--- src/rtl/nif_pkg.sv ---
package nif_pkg;

    localparam int NIB_COUNT = 4;
    localparam int NIB_W     = 4;
    localparam int CNT_W     = 7;   // holds counts up to 64

    typedef enum logic [1:0] {
        SCALE_1  = 2'd0,
        SCALE_4  = 2'd1,
        SCALE_16 = 2'd2,
        SCALE_64 = 2'd3
    } scale_e;

    typedef struct packed {
        scale_e scale;
        logic   bypass;
    } nib_cfg_t;

    typedef struct packed {
        logic filt;
        logic evt;
    } ch_out_t;

    // 4^code ticks of stability
    function automatic logic [CNT_W-1:0] scale_limit(scale_e s);
        return CNT_W'(1) << {s, 1'b0};
    endfunction

endpackage

--- src/rtl/nif_tick_src.sv ---
module nif_tick_src #(
    parameter int DIV_RATIO = 8
) (
    input  logic clk,
    input  logic rst,
    input  logic ext_tick_i,
    input  logic sel_i,
    output logic tick_o
);
    localparam int DW = (DIV_RATIO > 2) ? $clog2(DIV_RATIO) : 1;
    localparam logic [DW-1:0] LAST = DW'(DIV_RATIO - 1);

    logic [DW-1:0] div_q;

    always_ff @(posedge clk) begin
        if (rst)
            div_q <= '0;
        else if (div_q == LAST)
            div_q <= '0;
        else
            div_q <= div_q + DW'(1);
    end

    assign tick_o = sel_i ? (div_q == LAST) : ext_tick_i;

    // divided ticks never come on back-to-back edges
    assert_div_tick_spacing_R7: assert property (@(posedge clk) disable iff (rst)
        (sel_i && tick_o) |=> (!sel_i || !tick_o));

endmodule

--- src/rtl/nif_channel.sv ---
module nif_channel
    import nif_pkg::*;
(
    input  logic             clk,
    input  logic             rst,
    input  logic             raw_i,
    input  logic             tick_i,
    input  logic             bypass_i,
    input  logic [CNT_W-1:0] limit_i,
    output ch_out_t          out_o
);
    logic [CNT_W-1:0] cnt_q, cnt_d;
    ch_out_t          st_q, st_d;

    always_comb begin
        cnt_d     = cnt_q;
        st_d.filt = st_q.filt;
        st_d.evt  = 1'b0;
        if (bypass_i) begin
            cnt_d     = '0;
            st_d.filt = raw_i;
            st_d.evt  = raw_i ^ st_q.filt;
        end else if (raw_i == st_q.filt) begin
            cnt_d = '0;
        end else if (tick_i) begin
            if (cnt_q + CNT_W'(1) >= limit_i) begin
                cnt_d     = '0;
                st_d.filt = raw_i;
                st_d.evt  = 1'b1;
            end else begin
                cnt_d = cnt_q + CNT_W'(1);
            end
        end
    end

    always_ff @(posedge clk) begin
        if (rst) begin
            cnt_q <= '0;
            st_q  <= '0;
        end else begin
            cnt_q <= cnt_d;
            st_q  <= st_d;
        end
    end

    assign out_o = st_q;

    // event present exactly when the filtered bit moved
    assert_event_marks_update_R6: assert property (@(posedge clk) disable iff (rst)
        st_q.evt == (st_q.filt != $past(st_q.filt)));

    // no tick and no bypass means the filtered bit holds
    assert_hold_without_tick_R4: assert property (@(posedge clk) disable iff (rst)
        (!bypass_i && !tick_i) |=> $stable(st_q.filt));

    // bypass copies the raw line one edge later
    assert_bypass_follows_R5: assert property (@(posedge clk) disable iff (rst)
        bypass_i |=> (st_q.filt == $past(raw_i)));

    // a line back at its filtered level leaves the count at zero
    assert_restart_on_match_R3: assert property (@(posedge clk) disable iff (rst)
        (!bypass_i && raw_i == st_q.filt) |=> (cnt_q == '0));

    // the count never reaches the selected limit
    assert_count_below_limit_R2: assert property (@(posedge clk) disable iff (rst)
        cnt_q < limit_i);

endmodule

--- src/rtl/nif_group.sv ---
module nif_group
    import nif_pkg::*;
(
    input  logic             clk,
    input  logic             rst,
    input  logic [NIB_W-1:0] raw_i,
    input  logic             tick_i,
    input  nib_cfg_t         cfg_i,
    output logic [NIB_W-1:0] filt_o,
    output logic [NIB_W-1:0] evt_o
);
    logic [CNT_W-1:0] limit;
    assign limit = scale_limit(cfg_i.scale);

    for (genvar c = 0; c < NIB_W; c++) begin : g_ch
        ch_out_t ch_out;
        nif_channel u_ch (
            .clk      (clk),
            .rst      (rst),
            .raw_i    (raw_i[c]),
            .tick_i   (tick_i),
            .bypass_i (cfg_i.bypass),
            .limit_i  (limit),
            .out_o    (ch_out)
        );
        assign filt_o[c] = ch_out.filt;
        assign evt_o[c]  = ch_out.evt;
    end

endmodule

--- src/rtl/nibble_input_filter.sv ---
module nibble_input_filter
    import nif_pkg::*;
#(
    parameter int NIBBLES   = NIB_COUNT,
    parameter int DIV_RATIO = 8,
    localparam int CH       = NIBBLES * NIB_W
) (
    input  logic               clk,
    input  logic               rst,
    input  logic [CH-1:0]      raw_in,
    input  logic               ext_tick,
    input  logic               tick_sel,
    input  logic [2*NIBBLES-1:0] scale_code,
    input  logic [NIBBLES-1:0] bypass,
    output logic [CH-1:0]      filt_out,
    output logic [CH-1:0]      chg_evt
);
    logic tick;

    nif_tick_src #(.DIV_RATIO(DIV_RATIO)) u_tick (
        .clk        (clk),
        .rst        (rst),
        .ext_tick_i (ext_tick),
        .sel_i      (tick_sel),
        .tick_o     (tick)
    );

    for (genvar g = 0; g < NIBBLES; g++) begin : g_nib
        nib_cfg_t cfg;
        assign cfg.scale  = scale_e'(scale_code[2*g +: 2]);
        assign cfg.bypass = bypass[g];

        nif_group u_grp (
            .clk    (clk),
            .rst    (rst),
            .raw_i  (raw_in[NIB_W*g +: NIB_W]),
            .tick_i (tick),
            .cfg_i  (cfg),
            .filt_o (filt_out[NIB_W*g +: NIB_W]),
            .evt_o  (chg_evt[NIB_W*g +: NIB_W])
        );
    end

    // a reset edge clears both outputs
    assert_reset_clears_R1: assert property (@(posedge clk)
        rst |=> (filt_out == '0 && chg_evt == '0));

endmodule

--- config.mk ---
export PLATFORM = sky130hd
export DESIGN_NAME = nibble_input_filter
export DESIGN_NICKNAME = d
export VERILOG_FILES = /design/src/rtl/nif_pkg.sv /design/src/rtl/nif_tick_src.sv /design/src/rtl/nif_channel.sv /design/src/rtl/nif_group.sv /design/src/rtl/nibble_input_filter.sv
export SDC_FILE = /design/constraint.sdc
export NUM_CORES = 1
export LEC_CHECK = 0
export ABC_AREA = 1
export BUFFER_PORTS_ARGS = -buffer_cell sky130_fd_sc_hd__buf_2
export CAP_MARGIN = 5
export CORE_MARGIN = 2
export CORE_UTILIZATION = 55
export CTS_CLUSTER_SIZE = 24
export DETAILED_ROUTE_END_ITERATION = 8
export GPL_TIMING_DRIVEN = 0
export PLACE_DENSITY_LB_ADDON = 0.08
export SYNTH_ARGS = -nofsm -noshare
export SYNTH_HDL_FRONTEND = slang
export SYNTH_SLANG_ARGS = --single-unit
export TNS_END_PERCENT = 30
--- constraint.sdc ---
create_clock -name clk -period 3.25 [get_ports clk]
set_input_delay 0.325 -clock clk [delete_from_list [all_inputs] [get_ports clk]]
set_output_delay 0.325 -clock clk [all_outputs]
set_load 0.05 [all_outputs]
After elaboration in Yosys (flattened, before gate mapping)
Cells that the tools add are included.
{"block": "totals", "word_cells": 269, "input_bits": 32, "output_inout_bits": 32, "register_bits": 147}
{"block": "op_classes", "shift": 4, "n_bitwise": 16, "n_reduce_logical": 53, "eq_ne": 33, "n_addsub": 17, "magnitude_cmp": 16, "mux": 81}
{"op": "2-to-1 mux 2 bit", "n": 64}
{"op": "adder 7 x 1 -> 7 bit, second input constant", "n": 16}
{"op": "greater-or-equal comparator 7 bit", "n": 16}
{"op": "2-to-1 mux 7 bit", "n": 16}
{"op": "AND reduction 3 bit", "n": 16}
{"op": "OR reduction 3 bit", "n": 16}
{"op": "nonzero test 2 bit", "n": 20}
{"op": "!= test 2 bit, second input constant", "n": 16}
{"op": "<< shifter 1 x 3 -> 7 bit, first input constant", "n": 4}
{"op": "equality test 1 bit", "n": 16}
{"op": "XOR 1 bit", "n": 16}
{"op": "adder 3 x 1 -> 3 bit, second input constant", "n": 1}
{"op": "equality test 3 bit, second input constant", "n": 1}
{"op": "OR reduction 2 bit", "n": 1}
{"op": "2-to-1 mux 1 bit", "n": 1}

Longest topological paths before layout
{"block": "logic_depth", "ltp_word": 6, "mapped_depth": 16, "depth_no_buf": 16}

Cells and area by module
Synthesis repeated with hierarchy kept, for this count alone.
{"block": "unflattened", "hier_cells": 1633, "area_unflattened_um2": 11003.1}
{"mod": "nif_channel", "instances": 16, "seq_area_each_um2": 180.2, "area_per_inst_um2": 671.9, "cells_each": 99}
{"mod": "nif_tick_src", "instances": 1, "seq_area_each_um2": 60.1, "area_per_inst_um2": 132.6, "cells_each": 17}
{"mod": "nif_group", "instances": 4, "seq_area_each_um2": 0.0, "area_per_inst_um2": 30.0, "cells_each": 8}

Worst setup path after synthesis
No wires, ideal clock.
{"block": "synth_path", "path_kind": "register -> register", "start": "reg g_nib[3].u_grp.g_ch[0].u_ch.cnt_q[0]", "end": "reg g_nib[3].u_grp.g_ch[0].u_ch.st_q, in the netlist g_nib[3].u_grp.g_ch[0].u_ch.out_o[1]", "required_time_ps": 3136, "setup_slack_ps": 1377, "setup_time_ps": 114, "t_arrival_ps": 1759, "stages_incl_launch_ff": 15, "synth_period_minus_slack_ps": 1873, "n_path_buf": 0, "path_cell_list": "dfxtp_1 -> ha_1 -> nand2_1 -> nor2_1 -> xor2_1 -> ha_1 -> inv_1 -> o21bai_1 -> nand2_1 -> nand2_1 -> nand2_1 -> nand2_2 -> nand2_1 -> nor2_1 -> nor2_1"}
{"block": "synth_via", "elab_chain_len": 4}
{"item": "start: declaration", "line": "nif_channel.sv:12", "rtl": "logic [CNT_W-1:0] cnt_q, cnt_d;"}
{"item": "start signal: assignment", "line": "nif_channel.sv:41", "rtl": "cnt_q <= cnt_d;"}
{"item": "adder 7 x 1 -> 7 bit", "line": "nif_channel.sv:26", "rtl": "if (cnt_q + CNT_W'(1) >= limit_i) begin"}
{"item": "greater-or-equal comparator 7 bit", "line": "nif_channel.sv:26"}
{"item": "nonzero test 2 bit (no line)"}
{"item": "AND reduction 3 bit (no line)"}
{"item": "end signal: assignment", "line": "nif_channel.sv:42", "rtl": "st_q <= st_d;"}
{"item": "end: declaration", "line": "nif_channel.sv:13", "rtl": "ch_out_t st_q, st_d;"}
No other way between the ends.
A chain may end at the register's enable or synchronous reset.

Worst setup path in the final report
{"block": "layout_path", "start": "reg g_nib[3].u_grp.g_ch[3].u_ch.cnt_q[0]", "end": "reg g_nib[3].u_grp.g_ch[3].u_ch.cnt_q[4]"}
{"block": "layout_via", "elab_chain_len": 3}
{"item": "start: declaration", "line": "nif_channel.sv:12"}
{"item": "start signal: assignment", "line": "nif_channel.sv:41"}
{"item": "adder 7 x 1 -> 7 bit (*)", "line": "nif_channel.sv:26, nif_channel.sv:31"}
{"item": "greater-or-equal comparator 7 bit", "line": "nif_channel.sv:26"}
{"item": "2-to-1 mux 7 bit (*)", "line": "nif_channel.sv:26"}
Every way passes the cells marked *; elsewhere a longest branch is shown, timed or not.

==> run metrics <==
htree depth 4; peak supply drop 0.371 mV; die width 132 um; CTS resizes 0; DP HPWL 17200 um; height of the die 132 um; Hold Buf Count CTS 0; Final Max Tran Viols 0; Max Fclk 449 MHz; sw frac 29.7%; syn_area_per_cell 6.87 sq um; status finished, final reports clean; Core Area 15900 sq um; clock tree buffer depth 2; Net Switching 1380 uW; layout cells sized above 1 11.2%; routed length on met3 1300 um; worst path cell trace ha_1 > nand2_1 > o21ai_0 > inv_1 > ha_1 > inv_1 > o21bai_1 > nand2_1 > nand2_1 > a21oi_2 > a211oi_1; Async SR Flop Fraction 0%; n_diodes 0; full die area 17500 sq um; total DRC errors in the routed layout 0; WL met2 11100 um; Int Pwr 3260 uW; worst stage delay on the critical path 420 ps; Hold WC Path Type in -> reg; Reg clk slew, reported paths 60 ps; combinational fraction of design power 16.3%; hold slack 202 ps; initial antenna violation count 0; area leader, netlist dfxtp_1; Total Wirelength 24300 um; placed insts 1594; CP endpoint kind flop; Critical Path AT 2540 ps; commonest non-fill, non-tap cells in the layout 257 x nand2_1, 176 x nor2_1, 165 x inv_1, 147 x dfxtp_1, 130 x o21ai_0; CTS Root Buffer Type clkbuf_16; sequential share of power 41.4%; worst slack at placement 1040 ps; max-cap violation count 0; relative slew slack 45.3%; top layer in use met4; floorplan row count 46; Gate Count Post-Synth 1316; Pleak 0.00487 uW; CP Class reg -> reg; Ports 64; CTS tree built; DR vias 8779; Iter 0 DRT Violations 574; Setup Fix Bufs, Post-CTS 0; main area contributors after synthesis dfxtp_1 33%, ha_1 11%, nand2_1 11%; YS warnings 0; area delta synth->final 12.8%; syn_nets 1430; clk_lat worst skew 440 ps; CP most frequent cell nand2_1; vias in the first global route 8119; Final WS setup 1020 ps; Min Clock Period, post-route 2230 ps; setup_tns 0 ps; largest net degree at the start of global routing 17; ratio of routed vias to standard cells 5.40; period utilisation layout 68.6%; First-pass DRT Iterations 5; metal1 wirelength 11300 um; register area share after synthesis 32.6%; # nets final 1511; worst-margin pin slew 821 ps; Num CTS Buffers 17; top-area cell type share of the netlist area 32.6%; skew final 6.87 ps; final-report hold violation count 0; drt wl/cell 15.0 um; Final Instance Count excl. Fillers 1625; Clock power frac 42.3%; EDFF count, synth 0; post-synth cell types 31; total grt overflow 0; CP Data Required Time 3560 ps; # port buffers 62; setup violators final 0; GPL Wtd Cong 0.874; initial core utilization 56.7%; flops & latches, synth 147; Tot GR Track Use 28.2%; first-pass GRT wire length 39500 um; Cell Pwr Density 455 nW/um^2; most common cell after layout, fill and taps aside nand2_1; clock sink count 147; Top FF cell, synth dfxtp_1; CP Launch Type flop; RSZ-0062 raised after global routing false; CP max stage cell dfxtp_1; Final ANT Viol Nets 0; Worst Path Max Fanout 7; synthesized cell area 9030 sq um
==> Yosys cell counts, drive strengths merged, types with 12 or more instances <==
cell	number
nor3	67
nand2	269
inv	174
a21oi	87
dfxtp	147
nor2	177
xor2	40
a211oi	12
o21ai	160
buf	17
ha	82
nand4	22
nand3	33
==> power groups by stage <==
stage / registers, uW / logic, uW / clock network (uW)
after floorplan: 2060 / 420 / 0
final: 1920 / 759 / 1960
after CTS: 1920 / 756 / 1970
after global placement: 1960 / 738 / 0
after detailed placement: 1960 / 751 / 0
after global routing: 1930 / 843 / 2050
==> flip-flops by register name, summed over array words and instances, names as in the netlist <==
| register | count |
|---|---|
| g_nib.u_grp.g_ch.u_ch.cnt_q | 112 |
| g_nib.u_grp.g_ch.u_ch.out_o | 32 |
| u_tick.div_q | 3 |
==> worst paths after layout <==
path / from / endpoint / slack [ps] / cells past startpoint
setup / recovery: g_nib[3].u_grp.g_ch[3].u_ch.cnt_q[0]$_SDFFE_PP0P_ / g_nib[3].u_grp.g_ch[3].u_ch.cnt_q[4]$_SDFFE_PP0P_ / 1020 / 11
hold / removal: raw_in[1] / g_nib[0].u_grp.g_ch[1].u_ch.out_o[1]$_SDFFE_PP0P_ / 200 / 5
setup reg to reg: g_nib[3].u_grp.g_ch[3].u_ch.cnt_q[0]$_SDFFE_PP0P_ / g_nib[3].u_grp.g_ch[3].u_ch.cnt_q[4]$_SDFFE_PP0P_ / 1020 / 11
hold reg to reg: u_tick.div_q[0]$_SDFF_PP0_ / u_tick.div_q[0]$_SDFF_PP0_ / 420 / 1
==> routing by layer <==
metal / GRT usage (%) / vias up
met4: 10.5 / 0
met5: 0 / -
li1: - / 4486
met3: 5.19 / 47
met2: 46.3 / 222
met1: 37.0 / 4024
==> per-stage QoR <==
step	utilization [%]	total power, uW	area [sq um]
2_1_floorplan	-	2480	9030
3_3_place_gp	60.3	2690	9620
3_5_place_dp	60.3	2710	9620
4_1_cts	63.9	4650	10200
5_1_grt	63.9	4820	10200
6_report	63.9	4640	10200
==> worst max-delay path, delay by kind of cell (launching register included) <==
kind / cells / cell delay, ps
compound gates: 4 / 860
fa+ha+maj: 2 / 470
flops: 1 / 420
simple gates: 3 / 250
buf+inv: 2 / 100
==> kinds of logic (layout without fill, tap and decap cells) <==
group,after synthesis,in the layout,synth area share (%)
AO/OA/AOI/OAI,265,265,15.8
buffers and inverters,202,295,8.79
XOR/XNOR,40,40,3.88
AND/OR/NAND/NOR,573,573,26.8
flip-flops,147,147,32.6
adder cells (fa/ha/maj),82,82,11.4
multiplexers,7,7,0.776
==> area by class of cell <==
class | count | area [sq um]
plain buffers | 27 | 138
clock buffers | 21 | 470
clock inverters | 10 | 108
fillers | 1499 | 5750
inverters | 175 | 657
multi-input cells | 967 | 5300
flip-flops and latches | 147 | 2940
well taps | 216 | 270
repair buffers | 62 | 310
(Power assumes the default switching activity.)
